## src/rtl/sd_cmd_pkg.sv

```systemverilog
package sd_cmd_pkg;
  localparam int CMD_W   = 11;
  localparam int IDX_W   = 6;
  localparam int B_RESP  = 6;
  localparam int B_LONG  = 7;
  localparam int B_PEND  = 9;
  localparam int B_EN    = 10;
  localparam int STAT_W  = 8;
  localparam int S_TMO   = 2;
  localparam int S_RESP  = 6;
  localparam int S_SENT  = 7;

  typedef enum logic [2:0] {
    ST_IDLE, ST_ISSUE, ST_WAIT, ST_SHIFT, ST_DONE
  } seq_state_e;
endpackage

```

## src/rtl/sd_cmd_regs.sv

```systemverilog
module sd_cmd_regs
  import sd_cmd_pkg::*;
#(
  parameter int ARG_W = 32
) (
  input  logic              clk_i,
  input  logic              rst_ni,
  input  logic              cmd_wr_i,
  input  logic [CMD_W-1:0]  cmd_wdata_i,
  input  logic              arg_wr_i,
  input  logic [ARG_W-1:0]  arg_wdata_i,
  input  logic              clr_i,
  input  logic [STAT_W-1:0] clr_mask_i,
  input  logic              busy_i,
  input  logic              done_i,
  input  logic              set_tmo_i,
  input  logic              set_resp_i,
  input  logic              set_sent_i,
  output logic [CMD_W-1:0]  cmd_o,
  output logic [ARG_W-1:0]  arg_o,
  output logic [STAT_W-1:0] status_o,
  output logic              start_o
);
  logic [CMD_W-1:0] cmd_q;
  logic [ARG_W-1:0] arg_q;
  logic tmo_q, resp_q, sent_q;
  logic wr_ok, hold_pend;

  assign wr_ok     = cmd_wr_i && !busy_i;
  assign hold_pend = cmd_wdata_i[B_EN] && cmd_wdata_i[B_PEND];
  assign start_o   = wr_ok && cmd_wdata_i[B_EN] && !cmd_wdata_i[B_PEND];

  always_ff @(posedge clk_i or negedge rst_ni) begin
    if (!rst_ni) begin
      cmd_q <= '0;
      arg_q <= '0;
    end else begin
      if (wr_ok) begin
        cmd_q <= cmd_wdata_i;
        if (hold_pend) cmd_q[B_EN] <= 1'b0;
      end else if (done_i) begin
        cmd_q[B_EN] <= 1'b0;
      end
      if (arg_wr_i && !busy_i) arg_q <= arg_wdata_i;
    end
  end

  // set wins over a same-cycle clear
  always_ff @(posedge clk_i or negedge rst_ni) begin
    if (!rst_ni) begin
      tmo_q  <= 1'b0;
      resp_q <= 1'b0;
      sent_q <= 1'b0;
    end else begin
      tmo_q  <= set_tmo_i  || (tmo_q  && !(clr_i && clr_mask_i[S_TMO]));
      resp_q <= set_resp_i || (resp_q && !(clr_i && clr_mask_i[S_RESP]));
      sent_q <= set_sent_i || (sent_q && !(clr_i && clr_mask_i[S_SENT]));
    end
  end

  always_comb begin
    status_o         = '0;
    status_o[S_TMO]  = tmo_q;
    status_o[S_RESP] = resp_q;
    status_o[S_SENT] = sent_q;
  end

  assign cmd_o = cmd_q;
  assign arg_o = arg_q;

  p_en_clear_r6: assert property (@(posedge clk_i) disable iff (!rst_ni)
    done_i |=> !cmd_q[B_EN]);
  p_pend_idle_r7: assert property (@(posedge clk_i) disable iff (!rst_ni)
    (cmd_wr_i && !busy_i && hold_pend) |=> (!cmd_q[B_EN] && !busy_i));
  p_arg_hold_r9: assert property (@(posedge clk_i) disable iff (!rst_ni)
    busy_i |=> $stable(arg_q));
  p_one_flag_r8: assert property (@(posedge clk_i) disable iff (!rst_ni)
    $onehot0({set_tmo_i, set_resp_i, set_sent_i}));
endmodule

```

## src/rtl/sd_cmd_seq.sv

```systemverilog
module sd_cmd_seq
  import sd_cmd_pkg::*;
#(
  parameter int LEN_W      = 5,
  parameter int RESP_WORDS = 4,
  localparam int LONG_BYTES  = RESP_WORDS * 4,
  localparam int SHORT_BYTES = 4,
  localparam int BCNT_W      = $clog2(LONG_BYTES)
) (
  input  logic              clk_i,
  input  logic              rst_ni,
  input  logic              start_i,
  input  logic              resp_exp_i,
  input  logic              long_i,
  input  logic              req_ready_i,
  input  logic              rsp_valid_i,
  input  logic [LEN_W-1:0]  rsp_len_i,
  input  logic              rsp_err_i,
  input  logic              byte_valid_i,
  output logic              req_valid_o,
  output logic              rsp_ready_o,
  output logic              busy_o,
  output logic              done_o,
  output logic              set_tmo_o,
  output logic              set_resp_o,
  output logic              set_sent_o,
  output logic              st_clr_o,
  output logic              st_we_o,
  output logic [BCNT_W-1:0] st_idx_o,
  output logic              st_mask_o
);
  seq_state_e state_q, state_d;
  logic [BCNT_W-1:0] cnt_q, last_q;
  logic full_q;
  logic is_short, is_long, bad, hdr;

  assign is_short = rsp_len_i == LEN_W'(SHORT_BYTES);
  assign is_long  = rsp_len_i == LEN_W'(LONG_BYTES);
  assign bad      = rsp_err_i ||
                    (resp_exp_i && (!(is_short || is_long) || (is_short && long_i)));
  assign hdr      = (state_q == ST_WAIT) && rsp_valid_i;

  assign req_valid_o = state_q == ST_ISSUE;
  assign rsp_ready_o = state_q == ST_WAIT;
  assign busy_o      = state_q != ST_IDLE;
  assign done_o      = state_q == ST_DONE;
  assign set_tmo_o   = hdr && bad;
  assign set_sent_o  = hdr && !bad && !resp_exp_i;
  assign st_clr_o    = hdr && !bad && resp_exp_i;
  assign st_we_o     = (state_q == ST_SHIFT) && byte_valid_i;
  assign st_idx_o    = cnt_q;
  assign st_mask_o   = full_q;
  assign set_resp_o  = st_we_o && (cnt_q == last_q);

  always_comb begin
    state_d = state_q;
    unique case (state_q)
      ST_IDLE:  if (start_i) state_d = ST_ISSUE;
      ST_ISSUE: if (req_ready_i) state_d = ST_WAIT;
      ST_WAIT:  if (rsp_valid_i) state_d = st_clr_o ? ST_SHIFT : ST_DONE;
      ST_SHIFT: if (set_resp_o) state_d = ST_DONE;
      ST_DONE:  state_d = ST_IDLE;
      default:  state_d = ST_IDLE;
    endcase
  end

  always_ff @(posedge clk_i or negedge rst_ni) begin
    if (!rst_ni) begin
      state_q <= ST_IDLE;
      cnt_q   <= '0;
      last_q  <= '0;
      full_q  <= 1'b0;
    end else begin
      state_q <= state_d;
      if (st_clr_o) begin
        cnt_q  <= '0;
        last_q <= rsp_len_i[BCNT_W-1:0] - BCNT_W'(1);
        full_q <= is_long;
      end else if (st_we_o) begin
        cnt_q <= cnt_q + BCNT_W'(1);
      end
    end
  end

  p_req_hold_r10: assert property (@(posedge clk_i) disable iff (!rst_ni)
    (req_valid_o && !req_ready_i) |=> req_valid_o);
endmodule

```

## src/rtl/sd_resp_store.sv

```systemverilog
module sd_resp_store #(
  parameter int RESP_WORDS = 4,
  localparam int LONG_BYTES = RESP_WORDS * 4,
  localparam int BCNT_W     = $clog2(LONG_BYTES),
  localparam int WSEL_W     = BCNT_W - 2
) (
  input  logic                    clk_i,
  input  logic                    rst_ni,
  input  logic                    clr_i,
  input  logic                    we_i,
  input  logic [BCNT_W-1:0]       idx_i,
  input  logic [7:0]              byte_i,
  input  logic                    mask_i,
  output logic [RESP_WORDS*32-1:0] resp_o
);
  logic [31:0] word_q [RESP_WORDS];
  logic [7:0]  byte_in;
  logic [1:0]  lane;
  logic        last_byte;

  assign last_byte = idx_i == BCNT_W'(LONG_BYTES - 1);
  assign byte_in   = (mask_i && last_byte) ? {byte_i[7:1], 1'b0} : byte_i;
  assign lane      = 2'd3 - idx_i[1:0];  // first byte of a word is the MSB

  for (genvar w = 0; w < RESP_WORDS; w++) begin : g_word
    always_ff @(posedge clk_i or negedge rst_ni) begin
      if (!rst_ni) word_q[w] <= '0;
      else if (clr_i) word_q[w] <= '0;
      else if (we_i && idx_i[BCNT_W-1:2] == WSEL_W'(w))
        word_q[w][lane*8 +: 8] <= byte_in;
    end
    assign resp_o[w*32 +: 32] = word_q[w];
  end

  p_lsb_zero_r5: assert property (@(posedge clk_i) disable iff (!rst_ni)
    (we_i && mask_i && last_byte) |=> !word_q[RESP_WORDS-1][0]);
endmodule

```

## src/rtl/sd_cmd_issuer.sv

```systemverilog
module sd_cmd_issuer
  import sd_cmd_pkg::*;
#(
  parameter int ARG_W      = 32,
  parameter int LEN_W      = 5,
  parameter int RESP_WORDS = 4,
  localparam int BCNT_W    = $clog2(RESP_WORDS * 4)
) (
  input  logic                     clk_i,
  input  logic                     rst_ni,
  input  logic                     cmd_wr_i,
  input  logic [CMD_W-1:0]         cmd_wdata_i,
  input  logic                     arg_wr_i,
  input  logic [ARG_W-1:0]         arg_wdata_i,
  input  logic                     clr_i,
  input  logic [STAT_W-1:0]        clr_mask_i,
  output logic [CMD_W-1:0]         cmd_o,
  output logic [ARG_W-1:0]         arg_o,
  output logic [STAT_W-1:0]        status_o,
  output logic [RESP_WORDS*32-1:0] resp_o,
  output logic                     busy_o,
  output logic                     req_valid_o,
  input  logic                     req_ready_i,
  output logic [IDX_W-1:0]         req_index_o,
  output logic [ARG_W-1:0]         req_arg_o,
  input  logic                     rsp_valid_i,
  output logic                     rsp_ready_o,
  input  logic [LEN_W-1:0]         rsp_len_i,
  input  logic                     rsp_err_i,
  input  logic                     byte_valid_i,
  input  logic [7:0]               byte_i
);
  logic start, done, set_tmo, set_resp, set_sent;
  logic st_clr, st_we, st_mask;
  logic [BCNT_W-1:0] st_idx;

  sd_cmd_regs #(.ARG_W(ARG_W)) u_regs (
    .clk_i, .rst_ni, .cmd_wr_i, .cmd_wdata_i, .arg_wr_i, .arg_wdata_i,
    .clr_i, .clr_mask_i,
    .busy_i(busy_o), .done_i(done),
    .set_tmo_i(set_tmo), .set_resp_i(set_resp), .set_sent_i(set_sent),
    .cmd_o, .arg_o, .status_o, .start_o(start)
  );

  sd_cmd_seq #(.LEN_W(LEN_W), .RESP_WORDS(RESP_WORDS)) u_seq (
    .clk_i, .rst_ni,
    .start_i(start), .resp_exp_i(cmd_o[B_RESP]), .long_i(cmd_o[B_LONG]),
    .req_ready_i, .rsp_valid_i, .rsp_len_i, .rsp_err_i, .byte_valid_i,
    .req_valid_o, .rsp_ready_o, .busy_o, .done_o(done),
    .set_tmo_o(set_tmo), .set_resp_o(set_resp), .set_sent_o(set_sent),
    .st_clr_o(st_clr), .st_we_o(st_we), .st_idx_o(st_idx), .st_mask_o(st_mask)
  );

  sd_resp_store #(.RESP_WORDS(RESP_WORDS)) u_store (
    .clk_i, .rst_ni,
    .clr_i(st_clr), .we_i(st_we), .idx_i(st_idx), .byte_i, .mask_i(st_mask),
    .resp_o
  );

  assign req_index_o = cmd_o[IDX_W-1:0];
  assign req_arg_o   = arg_o;

  p_req_stable_r10: assert property (@(posedge clk_i) disable iff (!rst_ni)
    (req_valid_o && !req_ready_i) |=> ($stable(req_index_o) && $stable(req_arg_o)));
endmodule

```

## config.mk

```make
export PLATFORM = sky130hd
export DESIGN_NAME = sd_cmd_issuer
export DESIGN_NICKNAME = d
export VERILOG_FILES = /design/src/rtl/sd_cmd_pkg.sv /design/src/rtl/sd_cmd_regs.sv /design/src/rtl/sd_cmd_seq.sv /design/src/rtl/sd_resp_store.sv /design/src/rtl/sd_cmd_issuer.sv
export SDC_FILE = /design/constraint.sdc
export NUM_CORES = 1
export LEC_CHECK = 0
export BUFFER_PORTS_ARGS = -buffer_cell sky130_fd_sc_hd__buf_2
export CORE_MARGIN = 2
export CORE_UTILIZATION = 56
export CTS_BUF_LIST = sky130_fd_sc_hd__clkbuf_4
export DETAILED_ROUTE_END_ITERATION = 16
export PLACE_DENSITY = 0.95
export SETUP_SLACK_MARGIN = 0.4
export SYNTH_ARGS = -nofsm -noshare
export SYNTH_HDL_FRONTEND = slang
export SYNTH_HIERARCHICAL = 1
export SYNTH_SLANG_ARGS = --single-unit
```

## constraint.sdc

```tcl
create_clock -name clk_i -period 6.2 [get_ports clk_i]
set_input_delay 0.31 -clock clk_i [delete_from_list [all_inputs] [get_ports clk_i]]
set_output_delay 0.31 -clock clk_i [all_outputs]
set_load 0.05 [all_outputs]
```

## Yosys cells after proc, flatten, opt, wreduce, memory -nomap -nowiden

Index checks and enable logic that the tools add are counted.

| cells by class | value |
|---|---|
| reduce and logical (&&, ||, !) cells | 49 |
| equality and inequality tests | 15 |
| shift operators | 2 |
| $add $sub $neg | 4 |
| multiplexer cells | 24 |

Operators with widths:

| kind | count |
|---|---|
| two-way mux 32 bit | 8 |
| bitwise mux 32 bit | 4 |
| negator 5 -> 34 bit | 1 |
| variable shift 8 x 34 -> 32 bit (first input constant) | 1 |
| variable part select 8 x 34 -> 32 bit | 1 |
| logical AND 1 bit | 25 |
| two-way mux 3 bit | 5 |
| one-hot mux 3 bit (4 select lines) | 1 |
| nonzero test 2 bit | 6 |
| logical NOT 1 bit | 8 |
| two-way mux 4 bit | 2 |
| equality test 3 x 2 -> 1 bit (second input constant) | 2 |
| logical OR 1 bit | 6 |
| != test 2 bit (second input constant) | 3 |
| equality test 5 x 3 -> 1 bit (second input constant) | 1 |
| equality test 5 bit (second input constant) | 1 |
| adder 4 x 1 -> 4 bit (second input constant) | 1 |
| equality test 2 bit (second input constant) | 2 |
| equality test 4 bit | 1 |
| equality test 4 bit (second input constant) | 1 |
| two-way mux 1 bit | 4 |
| AND reduction 4 bit | 1 |
| subtractor 4 x 1 -> 4 bit (second input constant) | 1 |
| equality test 3 x 1 -> 1 bit (second input constant) | 1 |
| 7 further kinds | 7 |

| word-level totals | value |
|---|---|
| output and inout port bits | 220 |
| flip-flop bits (word level) | 186 |
| logic and storage cells | 108 |
| input bits | 73 |

## Logic depth before layout (Yosys ltp)

| logic depth | value |
|---|---|
| word-level depth | 12 |
| depth in mapped cells | 11 |

## Cells and area by module

Netlist, hierarchy kept.

By module, submodules not included:

| module | sequential area each (um2) | cells each | times used | area an instance (um2) |
|---|---|---|---|---|
| sd_resp_store | 3203.1 | 347 | 1 | 5355.1 |
| sd_cmd_regs | 1151.1 | 114 | 1 | 1925.6 |
| sd_cmd_seq | 300.3 | 79 | 1 | 808.3 |
| sd_cmd_issuer | 0.0 | 38 | 1 | 285.3 |

## Worst setup path before layout

Ideal clock, no wire load.

| path | value |
|---|---|
| path type | reg2reg |
| start | register u_regs.cmd_q[7], in the netlist u_regs/cmd_o[7] |
| end | register u_store.word_q (netlist bit u_store/resp_o[23]) |
| setup time | 128 ps |
| buffers on the path | 3 |
| setup slack | 3684 ps |
| cell stages (with the launch flop) | 9 |
| required time | 6072 ps |
| arrival | 2388 ps |
| clock period less this slack | 2516 ps |
| cell sequence | dfrtp_1 or3b_4 a21oi_4 and2_4 buf_8 buf_2 buf_2 a21oi_2 mux2_1 |

| on the way | value |
|---|---|
| cells in the longest elaborated chain, start to end | 8 |
| elaborated cells on any way between the ends | 9 |
| classes of those cells | 1 x mux; 8 x reduce/logical |

RTL lines:

| element | line | text |
|---|---|---|
| from (decl) | sd_cmd_regs.sv:24 | `logic [CMD_W-1:0] cmd_q;` |
| from (signal assigned) | sd_cmd_regs.sv:39 | `cmd_q <= cmd_wdata_i;` |
| logical AND 1 bit * | sd_cmd_seq.sv:40 | `(resp_exp_i && (!(is_short \|\| is_long) \|\| (is_short && long_i)));` |
| logical OR 1 bit * | sd_cmd_seq.sv:40 |  |
| logical AND 1 bit * | sd_cmd_seq.sv:40 |  |
| logical OR 1 bit * | sd_cmd_seq.sv:39 | `assign bad = rsp_err_i \|\|` |
| logical NOT 1 bit * | sd_cmd_seq.sv:49 | `assign st_clr_o = hdr && !bad && resp_exp_i;` |
| logical AND 1 bit * (2 in a row) | sd_cmd_seq.sv:49 |  |
| via st_clr | sd_cmd_issuer.sv:34 | `logic st_clr, st_we, st_mask;` |
| two-way mux 32 bit or nonzero test 2 bit (tied branches) | -- |  |
| to (signal, indexed assignment) | sd_resp_store.sv:30 | `word_q[w][lane*8 +: 8] <= byte_in;` |
| to (decl) | sd_resp_store.sv:16 | `logic [31:0] word_q [RESP_WORDS];` |

The timed path passes the listed nets; every way through them passes the cells marked *.
A chain may end at the register's enable or synchronous reset.

## Worst setup path after layout

| path | value |
|---|---|
| start | register u_seq.state_q[1] |
| end | register u_store.word_q (netlist bit u_store/resp_o[96]) |

| on the way | value |
|---|---|
| elaborated cells on any way between the ends | 9 |
| classes of those cells | 2 x eq/ne; 1 x mux; 6 x reduce/logical |

RTL lines:

| element | line | text |
|---|---|---|
| from (decl) | sd_cmd_seq.sv:32 | `seq_state_e state_q, state_d;` |
| from (signal assigned) | sd_cmd_seq.sv:74 | `state_q <= state_d;` |
| equality test 3 x 2 -> 1 bit | sd_cmd_seq.sv:50 | `assign st_we_o = (state_q == ST_SHIFT) && byte_valid_i;` |
| logical AND 1 bit | sd_cmd_seq.sv:50 |  |
| via st_we | sd_cmd_issuer.sv:34 |  |
| logical AND 1 bit | sd_resp_store.sv:29 | `else if (we_i && idx_i[BCNT_W-1:2] == WSEL_W'(w))` |
| nonzero test 2 bit (no source line) | -- |  |

The timed path passes the listed nets, and every way through them passes these cells.

==> results by group <==
Power
  – Tot Pwr: 4.38 mW
  – Max rail drop VDD: between 500 and 600 uV
  – LEAKAGE: 5.68 nW
  – PD cells: ~430 mW/mm^2

Worst setup path
  – Worst EP arrival: 3.30 ns
  – Req. time, crit path: 6.72 ns
  – CP startpoint kind: register
  – RR Startpoint: u_seq/state_q[1]
  – Crit Path Max Fanout: 15
  – Setup crit start: u_seq/state_q[1]
  – Setup slack, reg-to-reg: 3.42 ns
  – WS Path Type: register to register
  – R2r endpoint: u_store/resp_o[96]
  – CP Capture Type: register
  – R2R cell count: 5

Synth
  – Synth Flop Type: dfrtp_1
  – Synth cell count leaders: dfrtp_1, mux2_2, buf_4
  – Post-Syn Area per Cell: 14.5 um^2
  – Syn Std Cell Area: 0.00837 mm^2
  – Top cells by area, synth: dfrtp_1, mux2_2, mux2_4, buf_4, mux2_1
  – Number of synthesis warnings: 6
  – Synth area leader: dfrtp_1
  – Area share of the largest cell type after synthesis: a little under three fifths
  – Number of synthesized flops with an enable pin: 0
  – Synth Register Bits: 186
  – Synth unique cells: 52
  – Count leader, synth: dfrtp_1
  – Post-synthesis sequential area ratio: 55.6%
  – Cells after Synth: 578
  – Ys async rst share: 100%

Timing
  – Slew Limit Fails: 0
  – Worst slew pin tran: 1.08 ns
  – Tmin final: approximately 2.8 ns
  – RSZ-0062 raised after global routing: no
  – Clock skew: 0.0251 ns
  – Final Hold Violating Endpoints: 0
  – Final Cycle Share: ~45%
  – Setup ws final: between 3 and 4 ns
  – Fin Setup TNS: 0 ns
  – Fmax: 360 MHz
  – Worst slew margin: 27.9%
  – # setup viols final: 0
  – Hold WS: 0.0587 ns

Finish
  – Layout Nets: 948
  – Final core utilization: 70.5%
  – Filler cell count in the final layout: approximately 960
  – Layout area overhead: 22.9%
  – Fin area: 0.0103 mm^2
  – Layout cells sized above 1: 55.6%
  – Ant diodes: 0
  – Final std cells w/o fill: 1064

CTS
  – Clock transition at the registers of the reported paths: between 0.1 and 0.15 ns
  – H-tree levels: 4
  – Buffer count from post-CTS setup fixing: 0
  – Clock buffer depth: 2
  – Clk root buf: clkbuf_4
  – Clk_lat worst skew: between 0.5 and 0.6 ns
  – CTS Hold Bufs: 49
  – Sink Count: 186
  – Post-CTS sizing: 0
  – TritonCTS clock tree: built
  – TritonCTS Buffers: 17

Routing
  – Vias: 5799
  – WL final: ~21 mm
  – Initial DRC Count: 330
  – Vias/cell: 5.45
  – Wirelength per Cell: 19.6 um
  – DRT Pass-1 Iters: 4
  – Remaining DRCs: 0
  – Antenna viol nets, final: 0

GRT
  – Number of global-route vias before repair: 5828
  – Tot GR Track Use: 26.3%
  – Grt total ovfl: 0
  – Largest net degree at the start of global routing: 103
  – Global-route wire length before repair: 32.3 mm
  – Initial antenna violation count: 0

Place
  – Placed cell count: 983
  – Port Buf Inserts: about 280
  – GP Congestion: 0.864
  – DP Wirelength: 14.4 mm
  – Placed instance area: 0.00956 mm^2
  – Dpl ws: roughly 3.4 ns

Hold path
  – Hold Crit Start: rsp_len_i[2]
  – Hold depth: 3
  – Hold crit path type: input port to register
  – Worst min-delay path endpoint: u_seq/last_q[2]

Floorplan
  – Initial core utilization: a little under three fifths
  – Die W: about 130 um
  – # IOs: 293
  – Rows: between 40 and 50
  – Die footprint: about 0.016 mm^2
  – Die Span Y: 126 um
  – Core box area: 0.0146 mm^2

Status
  – Status: complete, no violations

Job
  – Max-Cap Viols: 0
-- how the worst max path moves through the flow --
| stage | to | slack [ns] | cells past startpoint |
|---|---|---|---|
| CTS | u_store/resp_o[19] | 3.43 | 6 |
| detailed placement | u_store/resp_o[19] | 3.38 | 9 |
| global route | u_store/resp_o[8] | 3.23 | 6 |
| global placement | u_store/resp_o[96] | 3.54 | 5 |
| finish | u_store/resp_o[96] | 3.42 | 5 |
| floorplan | u_store/resp_o[23] | 3.68 | 8 |
-- layout by cell type, fill, tap and decap left out, types with 3 or more instances in the layout --
cell type      netlist  layout
a31oi_4              3       3
mux2_2             117     117
nor3_1               5       5
a22o_1               6       6
nand4b_1             3       3
dlygate4sd3_1        0      49
mux2_4              31      31
a21oi_2              3       3
nand2_1              7       7
conb_1               1       5
and3_1              13      13
clkbuf_4             0      19
a21o_1               3       3
nor2_1              24      24
nor2b_1              4       3
buf_2                8     281
a21oi_4              4       4
a21oi_1              8       8
dfrtp_1            186     186
inv_1               10      10
ha_1                 8       8
clkinvlp_4           0       4
a41oi_2              7       7
nand2b_1            11      11
xnor2_1              7       7
mux2_1              17      17
-- report_power, final --
part           internal (mW)  switching [mW]  leakage, nW
registers               1.41           0.201         2.49
clock network          0.169           0.411        0.122
logic                  0.582            1.61         3.07
total                   2.16            2.22         5.68
-- worst max-delay path: stages, from the launching register on --
cell and delay, ns:
dfrtp_1 0.55, nand4b_1 0.34, inv_1 0.55, nand2_1 0.22
a2111oi_0 0.79, a22o_1 0.27
-- state kept, by name, indices dropped and copies added (netlist names) --
name,count
u_regs/arg_o,32
u_regs/cmd_o,11
u_regs/resp_q,1
u_regs/sent_q,1
u_regs/tmo_q,1
u_seq/last_q,4
u_seq/st_idx_o,4
u_seq/st_mask_o,1
u_seq/state_q,3
u_store/resp_o,128
-- kinds of logic (layout without fill, tap and decap cells) --
family,Yosys count,after routing,synth area share [%]
AOI/OAI and AO/OA,45,45,5.69
xor gates and xnor gates,9,9,0.941
adders and majority gates,8,8,1.20
buffers and inverters,78,376,6.44
DFF,186,186,55.6
muxes,166,166,23.7
other,1,5,0.0448
and+or+nand+nor,85,85,6.41
-- area by class of cell --
type | count | area (um^2) | area share (%)
Clock inverter | 13 | 93.8 | 0.912
Sequential cell | 186 | 4650 | 45.2
Clock buffer | 19 | 143 | 1.39
Tap cell | 184 | 230 | 2.24
Multi-Input combinational cell | 318 | 3200 | 31.1
Inverter | 11 | 41.3 | 0.401
Timing Repair Buffer | 333 | 1920 | 18.7
-- routing by layer --
metal | GRT usage (%) | part of all wire (%) | routed length [um]
met5 | 0 | 0 | 0
met4 | 10.7 | 3.3 | 680
met3 | 5.35 | 4.3 | 905
met2 | 43.1 | 50 | 10400
met1 | 34.4 | 42 | 8860
(Power assumes the default switching activity.)
